===== src/rtl/lcdc_pkg.sv =====
package lcdc_pkg;

  typedef enum logic [3:0] {
    SEL_TIM, SEL_UPB, SEL_LPB, SEL_CTRL, SEL_MASK, SEL_RIS, SEL_MIS,
    SEL_ICR, SEL_UPC, SEL_LPC, SEL_PAL, SEL_ID, SEL_NONE
  } sel_e;

  localparam int ST_W = 5;
  localparam int ST_NEXT_BASE = 2;
  localparam int ST_VCOMP = 3;

  function automatic logic [7:0] id_byte(input logic ext, input logic [2:0] i);
    case (i)
      3'd0: id_byte = ext ? 8'h11 : 8'h10;
      3'd1: id_byte = 8'h11;
      3'd2: id_byte = ext ? 8'h24 : 8'h04;
      3'd3: id_byte = 8'h00;
      3'd4: id_byte = 8'h0D;
      3'd5: id_byte = 8'hF0;
      3'd6: id_byte = 8'h05;
      default: id_byte = 8'hB1;
    endcase
  endfunction

endpackage


===== src/rtl/lcdc_addr_decode.sv =====
module lcdc_addr_decode
  import lcdc_pkg::*;
#(
  parameter int AW   = 10,
  parameter bit SWAP = 1'b0
) (
  input  logic [AW-1:0] idx,
  output sel_e          sel
);
  localparam int ID_LO  = (1 << AW) - 8;
  localparam int PAL_LO = 'h80;
  localparam int PAL_HI = 'h100;

  always_comb begin
    sel = SEL_NONE;
    if (int'(idx) >= ID_LO) sel = SEL_ID;
    else if (int'(idx) >= PAL_LO && int'(idx) < PAL_HI) sel = SEL_PAL;
    else if (int'(idx) < 16) begin
      case (idx[3:0])
        4'd0, 4'd1, 4'd2, 4'd3: sel = SEL_TIM;
        4'd4:  sel = SEL_UPB;
        4'd5:  sel = SEL_LPB;
        4'd6:  sel = SWAP ? SEL_CTRL : SEL_MASK;
        4'd7:  sel = SWAP ? SEL_MASK : SEL_CTRL;
        4'd8:  sel = SEL_RIS;
        4'd9:  sel = SEL_MIS;
        4'd10: sel = SEL_ICR;
        4'd11: sel = SEL_UPC;
        4'd12: sel = SEL_LPC;
        default: sel = SEL_NONE;
      endcase
    end
  end
endmodule


===== src/rtl/lcdc_frame_tick.sv =====
module lcdc_frame_tick #(
  parameter int unsigned PERIOD = 833_333
) (
  input  logic clk,
  input  logic rst_n,
  input  logic run,
  input  logic restart,
  output logic tick
);
  localparam int CW = (PERIOD > 1) ? $clog2(PERIOD) : 1;
  localparam logic [CW-1:0] LAST = CW'(PERIOD - 1);

  logic [CW-1:0] cnt_q;

  assign tick = run && !restart && (cnt_q == LAST);

  always_ff @(posedge clk or negedge rst_n) begin
    if (!rst_n)                 cnt_q <= '0;
    else if (restart || !run)   cnt_q <= '0;
    else if (cnt_q == LAST)     cnt_q <= '0;
    else                        cnt_q <= cnt_q + 1'b1;
  end

  // the count never passes the frame period
  a_r8_count_bound: assert property (@(posedge clk) disable iff (!rst_n)
    cnt_q <= LAST);

  generate
    if (PERIOD > 1) begin : g_restart_chk
      // a control write leaves a full frame before the next tick
      a_r9_restart_no_tick: assert property (@(posedge clk) disable iff (!rst_n)
        restart |=> !tick);
    end
  endgenerate
endmodule


===== src/rtl/lcdc_irq_ctrl.sv =====
module lcdc_irq_ctrl
  import lcdc_pkg::*;
(
  input  logic            clk,
  input  logic            rst_n,
  input  logic            mask_we,
  input  logic [ST_W-1:0] mask_d,
  input  logic            clr_we,
  input  logic [ST_W-1:0] clr_d,
  input  logic            tick,
  output logic [ST_W-1:0] status,
  output logic [ST_W-1:0] mask,
  output logic            irq
);
  localparam logic [ST_W-1:0] TICK_BITS =
    ST_W'((1 << ST_NEXT_BASE) | (1 << ST_VCOMP));

  logic [ST_W-1:0] clr_bits;
  assign clr_bits = clr_we ? clr_d : '0;

  always_ff @(posedge clk or negedge rst_n) begin
    if (!rst_n) begin
      status <= '0;
      mask   <= '0;
    end else begin
      status <= (status & ~clr_bits) | (tick ? TICK_BITS : '0);
      if (mask_we) mask <= mask_d;
    end
  end

  assign irq = |(status & mask);

  // a tick sets both frame bits
  a_r8_tick_sets: assert property (@(posedge clk) disable iff (!rst_n)
    tick |=> (status[ST_NEXT_BASE] && status[ST_VCOMP]));
  // cleared bits are zero afterwards when no tick collides
  a_r6_clear_bits: assert property (@(posedge clk) disable iff (!rst_n)
    (clr_we && !tick) |=> ((status & $past(clr_d)) == '0));
  // a zero mask holds the interrupt low
  a_r7_masked_off: assert property (@(posedge clk) disable iff (!rst_n)
    (mask == '0) |-> !irq);
endmodule


===== src/rtl/lcdc_regbank.sv =====
module lcdc_regbank
  import lcdc_pkg::*;
#(
  parameter int          VARIANT  = 0,
  parameter int unsigned CLK_HZ   = 50_000_000,
  parameter int unsigned FRAME_HZ = 60,
  parameter int          AW       = 10,
  parameter int          DW       = 32
) (
  input  logic          clk,
  input  logic          rst_n,
  input  logic          bus_wr,
  input  logic [AW-1:0] bus_idx,
  input  logic [DW-1:0] bus_wdata,
  output logic [DW-1:0] bus_rdata,
  output logic          pal_we,
  output logic [6:0]    pal_idx,
  output logic [DW-1:0] pal_wdata,
  input  logic [DW-1:0] pal_rdata,
  output logic [10:0]   panel_width,
  output logic [10:0]   panel_height,
  output logic [2:0]    pix_depth,
  output logic          bgr_order,
  output logic          be_bytes,
  output logic          be_pixels,
  output logic          ctl_enabled,
  output logic          irq
);
  localparam bit SWAP = (VARIANT != 0);
  localparam bit EXT  = (VARIANT == 2);
  localparam int unsigned PERIOD_RAW = CLK_HZ / FRAME_HZ;
  localparam int unsigned PERIOD = (PERIOD_RAW == 0) ? 1 : PERIOD_RAW;
  localparam int CTRL_W = 16;

  sel_e sel;
  logic [DW-1:0]     tim_q [4];
  logic [DW-1:0]     upb_q, lpb_q;
  logic [CTRL_W-1:0] ctrl_q;
  logic [ST_W-1:0]   status, mask;
  logic              tick, ctrl_we;

  lcdc_addr_decode #(.AW(AW), .SWAP(SWAP)) u_dec (
    .idx (bus_idx),
    .sel (sel)
  );

  assign ctrl_we = bus_wr && (sel == SEL_CTRL);

  always_ff @(posedge clk or negedge rst_n) begin
    if (!rst_n) begin
      for (int i = 0; i < 4; i++) tim_q[i] <= '0;
      upb_q  <= '0;
      lpb_q  <= '0;
      ctrl_q <= '0;
    end else if (bus_wr) begin
      case (sel)
        SEL_TIM:  tim_q[bus_idx[1:0]] <= bus_wdata;
        SEL_UPB:  upb_q  <= bus_wdata;
        SEL_LPB:  lpb_q  <= bus_wdata;
        SEL_CTRL: ctrl_q <= bus_wdata[CTRL_W-1:0];
        default: ;
      endcase
    end
  end

  assign ctl_enabled = ctrl_q[0] && ctrl_q[11];
  assign pix_depth   = ctrl_q[3:1];
  assign bgr_order   = ctrl_q[8];
  assign be_bytes    = ctrl_q[9];
  assign be_pixels   = ctrl_q[10];

  logic [10:0] w_words;
  assign w_words      = {3'b000, tim_q[0][7:2], 2'b00} + 11'd4;
  assign panel_width  = {w_words[8:0], 2'b00};
  assign panel_height = {1'b0, tim_q[1][9:0]} + 11'd1;

  lcdc_frame_tick #(.PERIOD(PERIOD)) u_tick (
    .clk     (clk),
    .rst_n   (rst_n),
    .run     (ctl_enabled),
    .restart (ctrl_we),
    .tick    (tick)
  );

  lcdc_irq_ctrl u_irq (
    .clk     (clk),
    .rst_n   (rst_n),
    .mask_we (bus_wr && (sel == SEL_MASK)),
    .mask_d  (bus_wdata[ST_W-1:0]),
    .clr_we  (bus_wr && (sel == SEL_ICR)),
    .clr_d   (bus_wdata[ST_W-1:0]),
    .tick    (tick),
    .status  (status),
    .mask    (mask),
    .irq     (irq)
  );

  assign pal_we    = bus_wr && (sel == SEL_PAL);
  assign pal_idx   = bus_idx[6:0];
  assign pal_wdata = bus_wdata;

  always_comb begin
    case (sel)
      SEL_TIM:          bus_rdata = tim_q[bus_idx[1:0]];
      SEL_UPB, SEL_UPC: bus_rdata = upb_q;
      SEL_LPB, SEL_LPC: bus_rdata = lpb_q;
      SEL_CTRL:         bus_rdata = DW'(ctrl_q);
      SEL_MASK:         bus_rdata = DW'(mask);
      SEL_RIS:          bus_rdata = DW'(status);
      SEL_MIS:          bus_rdata = DW'(status & mask);
      SEL_PAL:          bus_rdata = pal_rdata;
      SEL_ID:           bus_rdata = DW'(id_byte(EXT, bus_idx[2:0]));
      default:          bus_rdata = '0;
    endcase
  end

  // writes outside the map leave storage untouched
  a_r12_undef_write: assert property (@(posedge clk) disable iff (!rst_n)
    (bus_wr && sel == SEL_NONE) |=> ($stable(ctrl_q) && $stable(upb_q) &&
                                      $stable(lpb_q) && $stable(mask)));
  // palette strobe only inside the palette window
  a_r11_pal_window: assert property (@(posedge clk) disable iff (!rst_n)
    pal_we |-> (bus_wr && int'(bus_idx) >= 'h80 && int'(bus_idx) < 'h100));
  // no frame bits appear while disabled and nothing is set
  a_r8_idle_quiet: assert property (@(posedge clk) disable iff (!rst_n)
    (!ctl_enabled && !(bus_wr && sel == SEL_CTRL) && status == '0) |=> (status == '0));
endmodule


===== config.mk =====
export PLATFORM = sky130hd
export DESIGN_NAME = lcdc_regbank
export DESIGN_NICKNAME = d
export VERILOG_FILES = /design/src/rtl/lcdc_pkg.sv /design/src/rtl/lcdc_addr_decode.sv /design/src/rtl/lcdc_frame_tick.sv /design/src/rtl/lcdc_irq_ctrl.sv /design/src/rtl/lcdc_regbank.sv
export SDC_FILE = /design/constraint.sdc
export NUM_CORES = 1
export LEC_CHECK = 0
export BUFFER_PORTS_ARGS = -buffer_cell sky130_fd_sc_hd__buf_2
export CAP_MARGIN = 0
export CELL_PAD_IN_SITES_DETAIL_PLACEMENT = 1
export CELL_PAD_IN_SITES_GLOBAL_PLACEMENT = 2
export CORE_ASPECT_RATIO = 1.75
export CORE_MARGIN = 2
export CORE_UTILIZATION = 42
export DETAILED_ROUTE_END_ITERATION = 6
export HOLD_SLACK_MARGIN = 0.12
export PLACE_DENSITY = 0.92
export SLEW_MARGIN = 20
export SYNTH_ARGS = -nofsm -noshare
export SYNTH_HDL_FRONTEND = slang
export SYNTH_SLANG_ARGS = --single-unit

===== constraint.sdc =====
create_clock -name clk -period 10.35 [get_ports clk]
set_input_delay 1.035 -clock clk [delete_from_list [all_inputs] [get_ports clk]]
set_output_delay 1.035 -clock clk [all_outputs]
set_load 0.1 [all_outputs]

# ---- Word level (Yosys, flattened, before mapping)
# Memory sizes are Yosys's and may differ from the RTL's.
# Index checks and enable logic that the tools add are counted.
dict set report classes {
  bitwise_logic 6
  addsub 3
  n_reduce_logical 21
  n_lt_le_gt_ge 6
  n_eq_ne 18
  n_mux 15
}
# op n
set op_table {}
lappend op_table {{case mux 32 bit (9 select lines)} 1}
lappend op_table {{bitwise mux 128 bit} 1}
lappend op_table {{two-way mux 32 bit} 3}
lappend op_table {{binary-select mux 32 bit (select 2 bit)} 1}
lappend op_table {{demux 32 bit (select 2 bit)} 1}
lappend op_table {{case mux 8 bit (7 select lines)} 1}
lappend op_table {{two-way mux 20 bit} 2}
lappend op_table {{adder 20 x 1 -> 20 bit, second input constant} 1}
lappend op_table {{equality test 20 bit, second input constant} 1}
lappend op_table {{equality test 4 x 3 -> 1 bit, second input constant} 4}
lappend op_table {{equality test 4 bit, second input constant} 4}
lappend op_table {{two-way mux 4 bit} 4}
lappend op_table {{AND 5 bit} 3}
lappend op_table {{adder 10 x 1 -> 11 bit, second input constant} 1}
lappend op_table {{>= comparator 10 bit, second input constant} 1}
lappend op_table {{>= comparator 10 x 8 -> 1 bit, second input constant} 1}
lappend op_table {{less-than comparator 10 x 5 -> 1 bit, second input constant} 1}
lappend op_table {{less-than comparator 10 x 9 -> 1 bit, second input constant} 1}
lappend op_table {{adder 8 x 3 -> 9 bit, second input constant} 1}
lappend op_table {{equality test 3 bit, second input constant} 3}
lappend op_table {{logical AND 1 bit} 9}
lappend op_table {{equality test 4 x 2 -> 1 bit, second input constant} 2}
lappend op_table {{AND reduction 2 bit} 4}
lappend op_table {{equality test 3 x 2 -> 1 bit, second input constant} 2}
lappend op_table {{other kinds (14)} 16}
dict set report word_totals {
  reg_bits 238
  word_cells 80
  output_inout_bits 102
  memories 1
  in_bits 77
  romBits 64
}
# name depth word_bits read_ports rd_ports_with_merged_regs wr line_no
set mem_list {}
lappend mem_list {{(name not given)} 16 4 1 0 0 lcdc_addr_decode.sv:19} ;# case (idx[3:0])

# ---- Depth between registers and ports, before layout
# Gate-level depths: netlist (run 1).
dict set report logic_depth {
  depth_word 11
  ltp_mapped 13
  ltp_nobuf 8
}

# ---- Hierarchy
# Synthesis (run 1) repeated with hierarchy kept, for this count alone.
dict set report unflattened {
  cells_unflattened 896
  hier_area_um2 11766.3
}
# module n_inst seq_area_each_um2 cells_per_inst area_each_um2
set by_module_without_submodules {}
lappend by_module_without_submodules {lcdc_regbank 1 5205.0 735 10154.7}
lappend by_module_without_submodules {lcdc_frame_tick 1 500.5 107 1033.5}
lappend by_module_without_submodules {lcdc_irq_ctrl 1 250.2 25 372.9}
lappend by_module_without_submodules {lcdc_addr_decode 1 0.0 29 205.2}

# ---- Worst setup path before layout (run 1)
# OpenSTA, ideal clock, no wires.
dict set report synth_path {
  path_type {input to output}
  startpoint {input bus_idx[1]}
  endpoint {output pal_we}
  t_arrival_ns 4.845
  path_buffers 3
  path_stages 9
  slack_ns 4.470
  t_required_ns 9.315
  cell_sequence {buf_2 buf_2 buf_1 inv_1 ha_1 nand2_1 o22ai_2 a31oi_1 nor3_1}
}
dict set report synth_between {
  elab_chain_cells 6
  elab_cells_between_ends 11
  cone_classes {4 x order compare; 1 x eq/ne; 3 x mux; 2 x reduce/logical; 1 x memory}
}
# item line_no
set synth_lines {}
lappend synth_lines {{start: declaration} lcdc_regbank.sv:13} ;# input logic [AW-1:0] bus_idx,
lappend synth_lines {{less-than comparator 10 x 5 -> 1 bit, or another cell as far along} lcdc_addr_decode.sv:18} ;# else if (int'(idx) < 16) begin
lappend synth_lines {{two-way mux 4 bit / logical AND 1 bit (equally long branches)} {lcdc_addr_decode.sv:18, lcdc_addr_decode.sv:17}}
lappend synth_lines {{two-way mux 4 bit} lcdc_addr_decode.sv:17} ;# else if (int'(idx) >= PAL_LO && int'(idx) < PAL_HI) sel = SEL_PAL;
lappend synth_lines {{two-way mux 4 bit *} lcdc_addr_decode.sv:16} ;# if (int'(idx) >= ID_LO) sel = SEL_ID;
lappend synth_lines {{equality test 4 bit *} lcdc_regbank.sv:98} ;# assign pal_we = bus_wr && (sel == SEL_PAL);
lappend synth_lines {{logical AND 1 bit *} lcdc_regbank.sv:98}
lappend synth_lines {{end: declaration} lcdc_regbank.sv:16} ;# output logic pal_we,
# Mark *: on every way between the ends. The rest lies on a longest branch, timed or not.

# ---- Worst setup path in the final report (run 1)
dict set report layout_path {
  startpoint {input bus_idx[0]}
  endpoint {output bus_rdata[1]}
}
dict set report layout_between {
  elab_chain_cells 7
  elab_cells_between_ends 27
  cone_classes {4 x order compare; 10 x eq/ne; 7 x mux; 1 x bitwise; 4 x reduce/logical; 1 x memory}
}
# item line_no
set layout_lines {}
lappend layout_lines {{less-than comparator 10 x 5 -> 1 bit, or another cell as far along} lcdc_addr_decode.sv:18}
lappend layout_lines {{two-way mux 4 bit / logical AND 1 bit (equally long branches)} {lcdc_addr_decode.sv:18, lcdc_addr_decode.sv:17}}
lappend layout_lines {{two-way mux 4 bit} lcdc_addr_decode.sv:17}
lappend layout_lines {{two-way mux 4 bit} lcdc_addr_decode.sv:16}
lappend layout_lines {{equality test 4 x 2 -> 1 bit, or another cell as far along} lcdc_regbank.sv:103} ;# case (sel)
lappend layout_lines {{OR reduction 2 bit} lcdc_regbank.sv:103}
lappend layout_lines {{case mux 32 bit (9 select lines) *} lcdc_regbank.sv:103}
lappend layout_lines {{end: declaration} lcdc_regbank.sv:15} ;# output logic [DW-1:0] bus_rdata,
# Mark *: on every way between the ends. The rest lies on a longest branch, timed or not. The select of a mux whose other input is x is not followed.

==> flow_summary.ini, run 1 <==
[status]
status = finished clean

[route]
wl_met3_um = 1120
topRoutingLayerUsed = met4
route.detailed.drc = 0
drt-met1-wl_um = 12800
wl_um = 34200
dr_wl_met2_um = 18900
dr.pass1.iters = 6
wl_per_cell_um = 23.4
vias_per_cell = 5.72
vias = 8360
drt_iter0_markers = 476
ant_nets = 0

[global_route]
grt_pass1_vias = 9345
antenna_found_initial = 1
grtUsageTotal = 0.228
grt_max_degree = 83
grt_pass1_wl_um = 54100
grt_overflow_total = 0

[timing]
setup_violations = 0
hold_viol_final = 0
tns_ns = 0
min_period_ns = 5.96
period_share = 0.576
slew_viol_final = 0
slew_headroom = 0.333
max_freq_mhz = 168
worst_slew_pin_slew_ns = 1.00
fin_worst_skew_ns = 0.0240
rsz0062_at_grt = no

[hold_path]
hold_class = input port to asynchronous set/reset pin

[floorplan]
die_h_um = 229
io_pins = 179
fp.dieW_um = 133
rows = 82
die-area_um2 = 30500
core_area_um2 = 28600
initial_core_util = 0.426

[worst_setup_path]
startpoint_type = input port
reg2reg_depth = 7
slowest_stage = or2_1
cp_slowest_stage_delay_ns = 0.65
startpoint = bus_idx[0]
critPathKind = input port to output port
crit_top_cell = buf_2
cp_max_fo = 22
rr_startpoint = u_tick.cnt_q[0]
critPathArrivalTime_ns = 4.92
r2r_end = u_tick.cnt_q[15]
worstPathRequired_ns = 9.32
path_cells = buf_2 -> inv_1 -> ha_1 -> nand2b_1 -> a31o_2 -> nor4_2 -> or2_1 -> buf_4 -> a222oi_1 -> nand3_1 -> buf_2
rrSetupSlack_ns = 8.29
endpoint = bus_rdata[1]
endpoint_kind = output port

[clock_tree]
htree_levels = 1
path_clk_slew_ns = 0.06
cts_root_buffer = clkbuf_16
cts_tree = done
cts_buffers = 23
post_cts_buffers = 0
clock_path_buffers = 3
cts_resized = 0
clock-sinks = 238
ctsHoldBuffers = 0
clk_latency_ns = 0.54

[power_and_ir_drop]
power_leakage_nw = 6.94
ir_drop_mv = 0.109
powerDensity_nw_per_um2 = 148
power.total_w = 0.00205

[yosys]
synth_top_area_share = 0.488
synth_top_flop_cell = dfrtp_1
async_reset_ff_frac = 1.00
syn_avg_cell_area_um2 = 12.9
synth-seq-cells = 238
synth_common_cells = dfrtp_1, mux2_1, nand2_1
synth_cell_types = 72
syn-instance-count = 946
yosysWarnings = 0
synth_edf_count = 0
yosysSeqAreaShare = 0.488
synth_area_leaders = dfrtp_1, mux2_1, mux4_2
yosys.area.top_type = dfrtp_1
yosysMostFrequentCell = dfrtp_1
syn-cell-area_um2 = 12200

[place]
place_area_um2 = 13000
hpwl_um = 23100
port_buffers = 174
place_congestion = 0.940
placed_cells = 1418

[job]
drv_cap = 0

[final_layout]
fin_util = 0.484
final_area_um2 = 13800
nets = 1152
layoutNonFillerInstCount = 1461
drive_gt1_frac = 0.325
area_growth_pct = 13.5
[layout by cell type, fill, tap and decap left out, drive strengths merged, types with 3 or more instances in the layout]
cell,n
ha,9
nor4,8
dfrtp,238
xor2,13
nor3,12
xnor2,17
nand3,47
inv,16
clkbuf,33
a21oi,10
a21o,4
o211ai,4
clkinv,4
buf,187
mux2,218
nor2,34
o21ai,9
or2,3
and3,10
o22ai,3
a31oi,3
a22oi,30
nand2b,4
nand4,13
conb,4
nand2,67
mux4,32
and2,3
a21boi,5
a222oi,13
[worst max-delay path: cells and delay by family]
family | cells | cell delay, ns
buffers and inverters | 4 | 1.57
and+or+nand+nor | 4 | 1.45
AOI/OAI and AO/OA | 2 | 0.51
adders and majority gates | 1 | 0.33
[registers in the layout, indices dropped and copies added, names as in the netlist]
register	flops
ctrl_q	16
u_irq.mask	5
lpb_q	32
upb_q	32
u_irq.status	5
tim_q	128
u_tick.cnt_q	20
[cell families (layout without fill, tap and decap cells)]
family / Yosys count / count (layout) / synth area share
buffers and inverters: 109 / 242 / 0.0568
and+or+nand+nor: 210 / 210 / 0.0926
other: 1 / 5 / 0.000308
AOI/OAI and AO/OA: 97 / 97 / 0.0657
xor gates and xnor gates: 30 / 30 / 0.0215
DFF: 238 / 238 / 0.488
muxes: 252 / 252 / 0.265
adders and majority gates: 9 / 9 / 0.00923
[stage by stage]
step	worst slack [ns]	hold slack, ns
2_1_floorplan	4.47	0.451
3_3_place_gp	4.48	0.468
3_5_place_dp	4.45	0.479
4_1_cts	4.42	0.493
5_1_grt	4.18	0.506
6_report	4.39	0.475
[layout make-up]
class | count | area (µm²)
antenna | 1 | 2.50
clock buffer | 33 | 663
clock inverter | 8 | 109
fill | 2994 | 14800
inverter | 14 | 52.6
multi-input combinational | 602 | 5580
sequential | 238 | 5960
tap | 378 | 473
timing repair buffer | 187 | 1000
[worst min path at each step]
stage                         start   endpoint  slack [ns]  cells after the start
after global placement     lpb_q[9]   lpb_q[9]        0.47                      1
after CTS                 tim_q[57]  tim_q[57]        0.49                      1
after global routing      lpb_q[22]  lpb_q[22]        0.51                      1
after detailed placement  tim_q[57]  tim_q[57]        0.48                      1
after floorplan            lpb_q[3]   lpb_q[3]        0.45                      1
final                         rst_n   lpb_q[1]        0.48                      1
[report_power, final]
| part | total (W) | internal (W) | switching, W | leakage (nW) |
|---|---|---|---|---|
| sequential | 0.000947 | 0.000940 | 0.00000694 | 3.31 |
| combinational | 0.000237 | 0.0000478 | 0.000190 | 3.25 |
| clock | 0.000862 | 0.000499 | 0.000362 | 0.384 |
| total | 0.00205 | 0.00149 | 0.000559 | 6.94 |
[per-layer routing]
layer,vias to the layer above,track usage
met4,0,0.100
li1,3667,-
met3,68,0.0226
met5,-,0
met1,4400,0.256
met2,225,0.431
Note: power is estimated with default switching activity, not from simulation.
==> inputs of run 2 (changes only) <==
--- a/config.mk
+++ b/config.mk
@@ -11,10 +11,10 @@
 export CELL_PAD_IN_SITES_GLOBAL_PLACEMENT = 2
 export CORE_ASPECT_RATIO = 1.75
 export CORE_MARGIN = 2
-export CORE_UTILIZATION = 42
+export CORE_UTILIZATION = 36
 export DETAILED_ROUTE_END_ITERATION = 6
 export HOLD_SLACK_MARGIN = 0.12
-export PLACE_DENSITY = 0.92
+export PLACE_DENSITY = 0.84
 export SLEW_MARGIN = 20
 export SYNTH_ARGS = -nofsm -noshare
 export SYNTH_HDL_FRONTEND = slang
==> constraint.sdc (replaced) <==
create_clock -name clk -period 5.3 [get_ports clk]
set_input_delay 0.53 -clock clk [delete_from_list [all_inputs] [get_ports clk]]
set_output_delay 0.53 -clock clk [all_outputs]
set_load 0.1 [all_outputs]
==> run 2 against run 1 <==
Total power increased by 94%. Hold slack got worse by 0.16 ns. First-iteration DRC count decreased by 24%. Setup slack got worse by 3.4 ns. Cell count increased by 5.5%. Via count decreased by 0.68%. Flip-flop and latch count unchanged. Largest power group unchanged. Clock power increased by 91%. Global-route usage decreased by 2.4 points. Critical path depth decreased by 1. Critical endpoint is now bus_rdata[0]. Largest cell class unchanged. Clock-buffer cell count increased by 6.
==> flow_summary.ini, run 2 (same netlist as run 1, synthesis figures left out) <==
[status]
status = finished clean

[route]
drt_iter0_markers = 362
route.detailed.drc = 0
dr.pass1.iters = 6
wl_per_cell_um = 22.9
vias = 8303
ant_nets = 0
vias_per_cell = 5.38
wl_um = 35300

[final_layout]
nets = 1156
layoutNonFillerInstCount = 1542
layout_commonest_cell = dfrtp_1
area_growth_pct = 16.0
regMostFlops = tim_q
largest_reg_flops = 128
drive_gt1_frac = 0.324
largestRegisters = tim_q x128, lpb_q x32, upb_q x32
fin_util = 0.422
fillCellCount = 3543
antenna_cells = 0
final_cell_mix = dfrtp_1, buf_2, mux2_1, nand2_1, mux2_2

[power_and_ir_drop]
power_leakage_nw = 6.98
internal_power_w = 0.00288
p_clk_frac = 0.414
p_sw_w = 0.00110
ir_drop_mv = 0.197
power.total_w = 0.00398
p_seq_frac = 0.465
powerDensity_nw_per_um2 = 281
netSwitchingFraction = 0.276
comb_power_share = 0.121

[floorplan]
die_h_um = 247
fp.dieW_um = 143
die-area_um2 = 35400
io_pins = 179
initial_core_util = 0.364
core_area_um2 = 33500
rows = 89

[clock_tree]
post_cts_buffers = 0
clock-sinks = 238
clock_path_buffers = 3
htree_levels = 1
cts_root_buffer = clkbuf_16
cts_buffers = 23
cts_tree = done
clk_latency_ns = 0.53
path_clk_slew_ns = 0.06

[place]
placed_cells = 1499
port_buffers = 174
place_congestion = 0.871
hpwl_um = 24600

[timing]
worst_slew_pin_slew_ns = 0.909
hold_viol_final = 0
slew_headroom = 0.392
min_period_ns = 4.26
setup_violations = 0
max_freq_mhz = 235
slew_viol_final = 0
fin_worst_skew_ns = 0.0118
tns_ns = 0
holdWs_ns = 0.314
rsz0062_at_grt = no
period_share = 0.804

[worst_setup_path]
endpoint_kind = output port
critPathArrivalTime_ns = 3.73
worstPathRequired_ns = 4.77
startpoint_type = input port
cp_max_fo = 21
critPathKind = input port to output port

[global_route]
grt_pass1_vias = 9343
grt_max_degree = 156
grt_pass1_wl_um = 55000
antenna_found_initial = 0
grt_overflow_total = 0
grtUsageTotal = 0.204

[hold_path]
hold_class = input port to flop

[job]
drv_cap = 0
[run 2: power groups by stage]
stage          Sequential, W  Clock, W  Combinational, W
3_5_place_dp         0.00188         0          0.000485
3_3_place_gp         0.00188         0          0.000482
2_1_floorplan        0.00188         0          0.000339
6_report             0.00185   0.00165          0.000481
5_1_grt              0.00185   0.00176          0.000508
4_1_cts              0.00185   0.00169          0.000487
[run 2: what timing repair did]
item,in CTS,in global routing
hold endpoints to repair,83,0
endpoints found under the setup margin,0,0
resized for setup,0,0
hold buffers,1,0
[run 2: cell type report]
class                           instances  area, µm²  share of cell area
Tap cell                              455        569              0.0403
Clock buffer                           39        696              0.0492
Clock inverter                          3       46.3             0.00327
Multi-Input combinational cell        602       5580               0.394
Inverter                               14       52.6             0.00372
Sequential cell                       238       5960               0.421
Timing Repair Buffer                  191       1250              0.0883
[run 2: critical path, stage by stage]
cell and delay (ns):
buf_2 0.10, buf_4 0.34, ha_1 0.34, nand3b_1 0.24, o21a_4 0.24, a31oi_1 0.39
a21oi_1 0.29, a221oi_1 0.70, nand4_1 0.30, buf_12 0.25
[run 2: worst paths after layout]
kind | end | slack, ns | from | cells after the start
worst max register to register | u_tick.cnt_q[18] | 3.23 | u_tick.cnt_q[0] | 7
max in group asynchronous | lpb_q[11] | 3.39 | rst_n | 3
worst max-delay path | bus_rdata[0] | 1.04 | bus_idx[1] | 10
min in group asynchronous | upb_q[20] | 0.57 | rst_n | 2
worst min-delay path | tim_q[21] | 0.31 | bus_wdata[21] | 2
worst min register to register | lpb_q[19] | 0.49 | lpb_q[19] | 1
[run 2: layer usage]
| layer | GRT usage | vias to the layer above | part of all wire |
|---|---|---|---|
| met5 | 0 | - | 0 |
| met4 | 0.104 | 0 | 0.051 |
| met2 | 0.385 | 213 | 0.55 |
| li1 | - | 3679 | - |
| met1 | 0.221 | 4336 | 0.36 |
| met3 | 0.0216 | 75 | 0.035 |
[run 2: per-stage QoR]
step,instance area [µm²],worst slack [ns]
floorplan,12200,0.430
global placement,13400,1.04
detailed placement,13400,1.06
CTS,14100,1.05
global route,14100,0.905
finish,14100,1.04
